===== src/rtl/vic_pkg.sv =====
package vic_pkg;
  typedef enum logic [1:0] {
    SEL_MASK = 2'd0,
    SEL_MODE = 2'd1,
    SEL_CMD  = 2'd2,
    SEL_BASE = 2'd3
  } reg_sel_e;

  localparam logic [7:0] CMD_NS_EOI = 8'h20;
endpackage


===== src/rtl/vic_bus.sv =====
module vic_bus
  import vic_pkg::*;
#(
  parameter int N_LINES = 8,
  parameter int DATA_W  = 8,
  parameter int IDX_W   = 3,
  localparam int BASE_W = DATA_W - IDX_W
) (
  input  logic               clk_i,
  input  logic               rst_ni,
  input  logic               cs_ni,
  input  logic               rd_ni,
  input  logic               wr_ni,
  input  logic [1:0]         addr_i,
  input  logic [DATA_W-1:0]  data_i,
  input  logic [N_LINES-1:0] isr_i,
  input  logic [N_LINES-1:0] irr_i,
  input  logic [DATA_W-1:0]  vec_i,
  output logic [N_LINES-1:0] mask_o,
  output logic [N_LINES-1:0] mode_o,
  output logic [BASE_W-1:0]  base_o,
  output logic               eoi_o,
  output logic [DATA_W-1:0]  data_o
);
  logic wr_q, wr_stb;
  logic [DATA_W-1:0] rd_mux;

  // one write per falling strobe edge
  assign wr_stb = !cs_ni && !wr_ni && wr_q;
  assign eoi_o  = wr_stb && (reg_sel_e'(addr_i) == SEL_CMD) && (data_i == CMD_NS_EOI);

  always_ff @(posedge clk_i or negedge rst_ni) begin
    if (!rst_ni) begin
      wr_q   <= 1'b1;
      mask_o <= '1;
      mode_o <= '0;
      base_o <= '0;
    end else begin
      wr_q <= wr_ni | cs_ni;
      if (wr_stb) begin
        case (reg_sel_e'(addr_i))
          SEL_MASK: mask_o <= data_i[N_LINES-1:0];
          SEL_MODE: mode_o <= data_i[N_LINES-1:0];
          SEL_BASE: base_o <= data_i[DATA_W-1:IDX_W];
          default: ;
        endcase
      end
    end
  end

  always_comb begin
    rd_mux = '0;
    case (reg_sel_e'(addr_i))
      SEL_MASK: rd_mux[N_LINES-1:0] = mask_o;
      SEL_MODE: rd_mux[N_LINES-1:0] = mode_o;
      SEL_CMD:  rd_mux[N_LINES-1:0] = isr_i;
      default:  rd_mux[N_LINES-1:0] = irr_i;
    endcase
  end

  assign data_o = (!cs_ni && !rd_ni) ? rd_mux : vec_i;
endmodule


===== src/rtl/vic_req.sv =====
module vic_req #(
  parameter int N_LINES = 8
) (
  input  logic               clk_i,
  input  logic               rst_ni,
  input  logic [N_LINES-1:0] irq_i,
  input  logic [N_LINES-1:0] mode_i,
  input  logic [N_LINES-1:0] grant_i,
  output logic [N_LINES-1:0] irr_o
);
  for (genvar i = 0; i < N_LINES; i++) begin : g_line
    logic irq_q;
    always_ff @(posedge clk_i or negedge rst_ni) begin
      if (!rst_ni) begin
        irq_q    <= 1'b0;
        irr_o[i] <= 1'b0;
      end else begin
        irq_q <= irq_i[i];
        if (mode_i[i])
          irr_o[i] <= (irr_o[i] | (irq_i[i] & ~irq_q)) & ~grant_i[i];
        else
          irr_o[i] <= irq_i[i] & ~grant_i[i];
      end
    end
  end
endmodule


===== src/rtl/vic_prio.sv =====
module vic_prio #(
  parameter int N_LINES = 8,
  parameter int IDX_W   = 3
) (
  input  logic [N_LINES-1:0] irr_i,
  input  logic [N_LINES-1:0] mask_i,
  input  logic [N_LINES-1:0] isr_i,
  output logic               req_o,
  output logic [N_LINES-1:0] win_oh_o,
  output logic [IDX_W-1:0]   win_idx_o
);
  logic [N_LINES-1:0] pend, isr_top, allow, elig;

  assign pend     = irr_i & ~mask_i;
  assign isr_top  = isr_i & (~isr_i + 1'b1);
  // only levels strictly above the top in-service level
  assign allow    = (isr_i == '0) ? '1 : isr_top - 1'b1;
  assign elig     = pend & allow;
  assign win_oh_o = elig & (~elig + 1'b1);
  assign req_o    = |elig;

  always_comb begin
    win_idx_o = '0;
    for (int i = 0; i < N_LINES; i++)
      if (win_oh_o[i]) win_idx_o = IDX_W'(i);
  end
endmodule


===== src/rtl/vic_core.sv =====
module vic_core #(
  parameter int N_LINES = 8,
  parameter int DATA_W  = 8,
  localparam int IDX_W  = $clog2(N_LINES),
  localparam int BASE_W = DATA_W - IDX_W
) (
  input  logic               clk_i,
  input  logic               rst_ni,
  input  logic [N_LINES-1:0] irq_i,
  input  logic               cs_ni,
  input  logic               rd_ni,
  input  logic               wr_ni,
  input  logic [1:0]         addr_i,
  input  logic [DATA_W-1:0]  data_i,
  output logic [DATA_W-1:0]  data_o,
  output logic               int_o,
  input  logic               inta_i
);
  logic [N_LINES-1:0] mask_q, mode_q, irr_q, isr_q, win_oh, grant, eoi_clr;
  logic [BASE_W-1:0]  base_q;
  logic [IDX_W-1:0]   win_idx;
  logic [DATA_W-1:0]  vec_q;
  logic               eoi_w, req_w;

  vic_bus #(.N_LINES(N_LINES), .DATA_W(DATA_W), .IDX_W(IDX_W)) u_bus (
    .clk_i, .rst_ni, .cs_ni, .rd_ni, .wr_ni, .addr_i, .data_i,
    .isr_i(isr_q), .irr_i(irr_q), .vec_i(vec_q),
    .mask_o(mask_q), .mode_o(mode_q), .base_o(base_q), .eoi_o(eoi_w), .data_o
  );

  vic_req #(.N_LINES(N_LINES)) u_req (
    .clk_i, .rst_ni, .irq_i, .mode_i(mode_q), .grant_i(grant), .irr_o(irr_q)
  );

  vic_prio #(.N_LINES(N_LINES), .IDX_W(IDX_W)) u_prio (
    .irr_i(irr_q), .mask_i(mask_q), .isr_i(isr_q),
    .req_o(req_w), .win_oh_o(win_oh), .win_idx_o(win_idx)
  );

  assign int_o   = req_w;
  assign grant   = (inta_i && req_w) ? win_oh : '0;
  assign eoi_clr = eoi_w ? (isr_q & (~isr_q + 1'b1)) : '0;

  always_ff @(posedge clk_i or negedge rst_ni) begin
    if (!rst_ni) begin
      isr_q <= '0;
      vec_q <= '0;
    end else begin
      isr_q <= (isr_q & ~eoi_clr) | grant;
      if (inta_i)
        vec_q <= req_w ? {base_q, win_idx} : {base_q, IDX_W'(N_LINES - 1)};
    end
  end
endmodule


===== config.mk =====
export PLATFORM = sky130hd
export DESIGN_NAME = vic_core
export DESIGN_NICKNAME = d
export VERILOG_FILES = /design/src/rtl/vic_pkg.sv /design/src/rtl/vic_bus.sv /design/src/rtl/vic_req.sv /design/src/rtl/vic_prio.sv /design/src/rtl/vic_core.sv
export SDC_FILE = /design/constraint.sdc
export NUM_CORES = 1
export LEC_CHECK = 0
export ABC_AREA = 1
export BUFFER_PORTS_ARGS = -buffer_cell sky130_fd_sc_hd__buf_4
export CORE_MARGIN = 2
export CORE_UTILIZATION = 58
export DETAILED_ROUTE_END_ITERATION = 10
export PLACE_DENSITY = 0.8
export REMOVE_ABC_BUFFERS = 1
export SLEW_MARGIN = 20
export SYNTH_ARGS = -nofsm -noshare
export SYNTH_HDL_FRONTEND = slang
export SYNTH_SLANG_ARGS = --single-unit
export TNS_END_PERCENT = 10

===== constraint.sdc =====
create_clock -name clk_i -period 1.8 [get_ports clk_i]
set_clock_uncertainty 0.2 [all_clocks]
set_input_delay 0.09 -clock clk_i [delete_from_list [all_inputs] [get_ports clk_i]]
set_output_delay 0.09 -clock clk_i [all_outputs]
set_load 0.01 [all_outputs]

==> out/qor.csv <==
metric,value,unit
cts_sinks,54,
r2r-start,isr_q[1],
final.setup.tns,-0.1277,ns
p_seq_frac,0.456,
die_h,72.47,µm
diodes,0,
cts_tree,built,
ctsHtreeMaxLevel,2,
crit_path_end,int_o,
track_usage,0.2812,
power.share.clock,0.188,
swShare,0.3709,
netlist.area_leader.share,0.4142,
cts_made_buffers,5,
endpoint_kind,output port,
synth-edff-count,0,
hold_ws,0.1234,ns
status,"finished, violations left",
fin_crit_sh,1.027,
firstDrtPassIters,5,
wl_per_cell,15.43,µm
syn-instance-count,338,
dp.cells,422,
critPathLaunchType,register,
nNetsFinal,433,
yosysMostFrequentCell,nand2_1,
tightest_slew,0.6695,ns
initial_core_util,0.6118,
timing.fmax,0.5410,GHz
vias_per_cell,5.589,
power.total,3.812,mW
hold_path_class,in -> reg,
critical_path_class,reg -> out,
grt-ovfl-total,0,
cp-startpoint,isr_q[1],
r2r_slack,-0.02,ns
synth_cell_types,28,
rsz0062_at_grt,true,
syn_avg_cell_area,8.044,µm²
vias,2582,
yosysWarnings,0,
synthTopCellsByCount,"nand2_1, inv_1, o21ai_0",
slew_headroom,0.5536,
ir_drop,646.4,µV
layout-drive-gt1-share,0.2561,
ant_nets,0,
clkLatencyLatePin,0.32,ns
slew_violations,0,
powerDensity,1091,nW/µm²
reg2reg_depth,9,
dpl.hpwl,4703,µm
drt_first_iter_violations,270,
portBuffers,32,
grt_pass1_wl,11340,µm
design_area,3496,µm²
fin_crit,1.848,ns
yosys_most_used_dff,dfrtp_1,
dpl_cell_area,3037,µm²
antenna_found_initial,0,
finalWirelength,7129,µm
final_util,0.7866,
violations,negative setup slack,
num_rows,24,
place_congestion,0.8768,
post-place-ws,0.06953,ns
synthTopCellsByArea,"dfrtp_1, nand2_1, o21ai_0",
async_reset_ff_frac,1.000,
setup_viol,5,
grt_pass1_vias,2493,
area_delta_synth_final,28.58,%
die_area,5251,µm²
clockBufferDepth,2,
io_pins,33,
ys_ff_latch,54,
coreArea,4444,µm²
p_comb_frac,0.356,
setup_ws,-0.04838,ns
switchingPower,1.414,mW
finalHoldViolations,0,
grt_max_degree,55,
p_int,2.398,mW
cp_data_required_time,1.51,ns
clk_transition_reported_paths,0.10,ns
cp.arrival,1.56,ns
die_w,72.47,µm
final_cell_count_no_fill,462,
syn_area,2719,µm²
cp_max_fo,5,
synth_largest_area_cell,dfrtp_1,
r2r_end,u_req.irr_o[5],
p_leak,1.755,nW
fillers,304,
ctsRootBufferMaster,clkbuf_8,
ys_seq_area_frac,0.5012,
drv_cap,0,
drc,0,
cell families after synthesis:
group | share of synthesized area
AO/OA/AOI/OAI | 0.1514
buffers and inverters | 0.08928
flip-flops | 0.5012
AND/OR/NAND/NOR | 0.2582
power groups by stage:
| stage | clock [mW] | sequential [mW] | combinational, mW |
|---|---|---|---|
| 2_1_floorplan | 0 | 1.67 | 0.741 |
| 3_3_place_gp | 0 | 1.72 | 1.06 |
| 3_5_place_dp | 0 | 1.73 | 1.08 |
| 4_1_cts | 0.719 | 1.71 | 1.18 |
| 5_1_grt | 0.781 | 1.76 | 1.50 |
| 6_report | 0.717 | 1.74 | 1.36 |
per-layer routing:
metal  track usage  up-vias  part of all wire  wire (µm)
met5             0        -                 0          0
met4        0.1152        0             0.026        183
met3       0.05417       22             0.062        441
met2        0.4771      104              0.51       3630
met1        0.3540     1226              0.40       2873
li1              -     1230                 -          -
sequential cells by signal (all words and copies together) (netlist names):
signal and cells:
u_bus.wr_q 1, u_bus.mask_o 8, isr_q 8, u_bus.mode_o 8, u_bus.base_o 5, vec_q 8
u_req.irr_o 8, u_req.g_line.irq_q 8
placed cells by master, fill, tap and decap left out, types with 2 or more instances in the layout:
cell	count
nand2_1	78
clkbuf_8	6
o22ai_1	6
dfrtp_1	42
nand3_1	8
buf_6	3
o21ai_0	48
nor2_2	6
inv_2	5
nand2_4	4
dlygate4sd3_1	20
nand2_2	6
nand3b_1	2
dfstp_2	9
o21ai_1	5
nor2_4	4
a21oi_1	8
nor2_1	20
nand4_1	4
nand3_2	7
buf_4	44
a211oi_1	5
inv_1	54
dfrtp_2	3
timing repair:
item                       CTS  global route
hold endpoints to repair    96             0
resized for setup            3            25
hold buffers                20             0
cloned                       1             0
setup buffers                4             7
pin swaps                    4             7
setup endpoints to repair    1            19
critical path, stage by stage (launching register included):
cell	delay (ns)
dfrtp_2	0.45
nor2_4	0.21
nand4_1	0.23
nand2_2	0.16
nor2_4	0.05
nand2_4	0.05
buf_6	0.09
cell type report:
cell class / instances / area (µm²) / share of cell area
Clock buffer: 6 / 82.58 / 0.02362
Tap cell: 52 / 65.06 / 0.01861
Inverter: 60 / 227.7 / 0.06514
Clock inverter: 2 / 12.51 / 0.003579
Timing Repair Buffer: 67 / 564.3 / 0.1614
Sequential cell: 54 / 1366 / 0.3908
Multi-Input combinational cell: 221 / 1177 / 0.3368
worst min path at each step:
| stage | startpoint | to | cells past startpoint |
|---|---|---|---|
| floorplan | rst_ni | isr_q[0] | 0 |
| global placement | rst_ni | vec_q[6] | 1 |
| detailed placement | rst_ni | vec_q[6] | 1 |
| CTS | addr_i[0] | u_bus.mode_o[4] | 4 |
| global route | addr_i[0] | u_bus.mode_o[1] | 4 |
| finish | addr_i[1] | u_bus.mask_o[5] | 4 |
(Power assumes the default switching activity.)
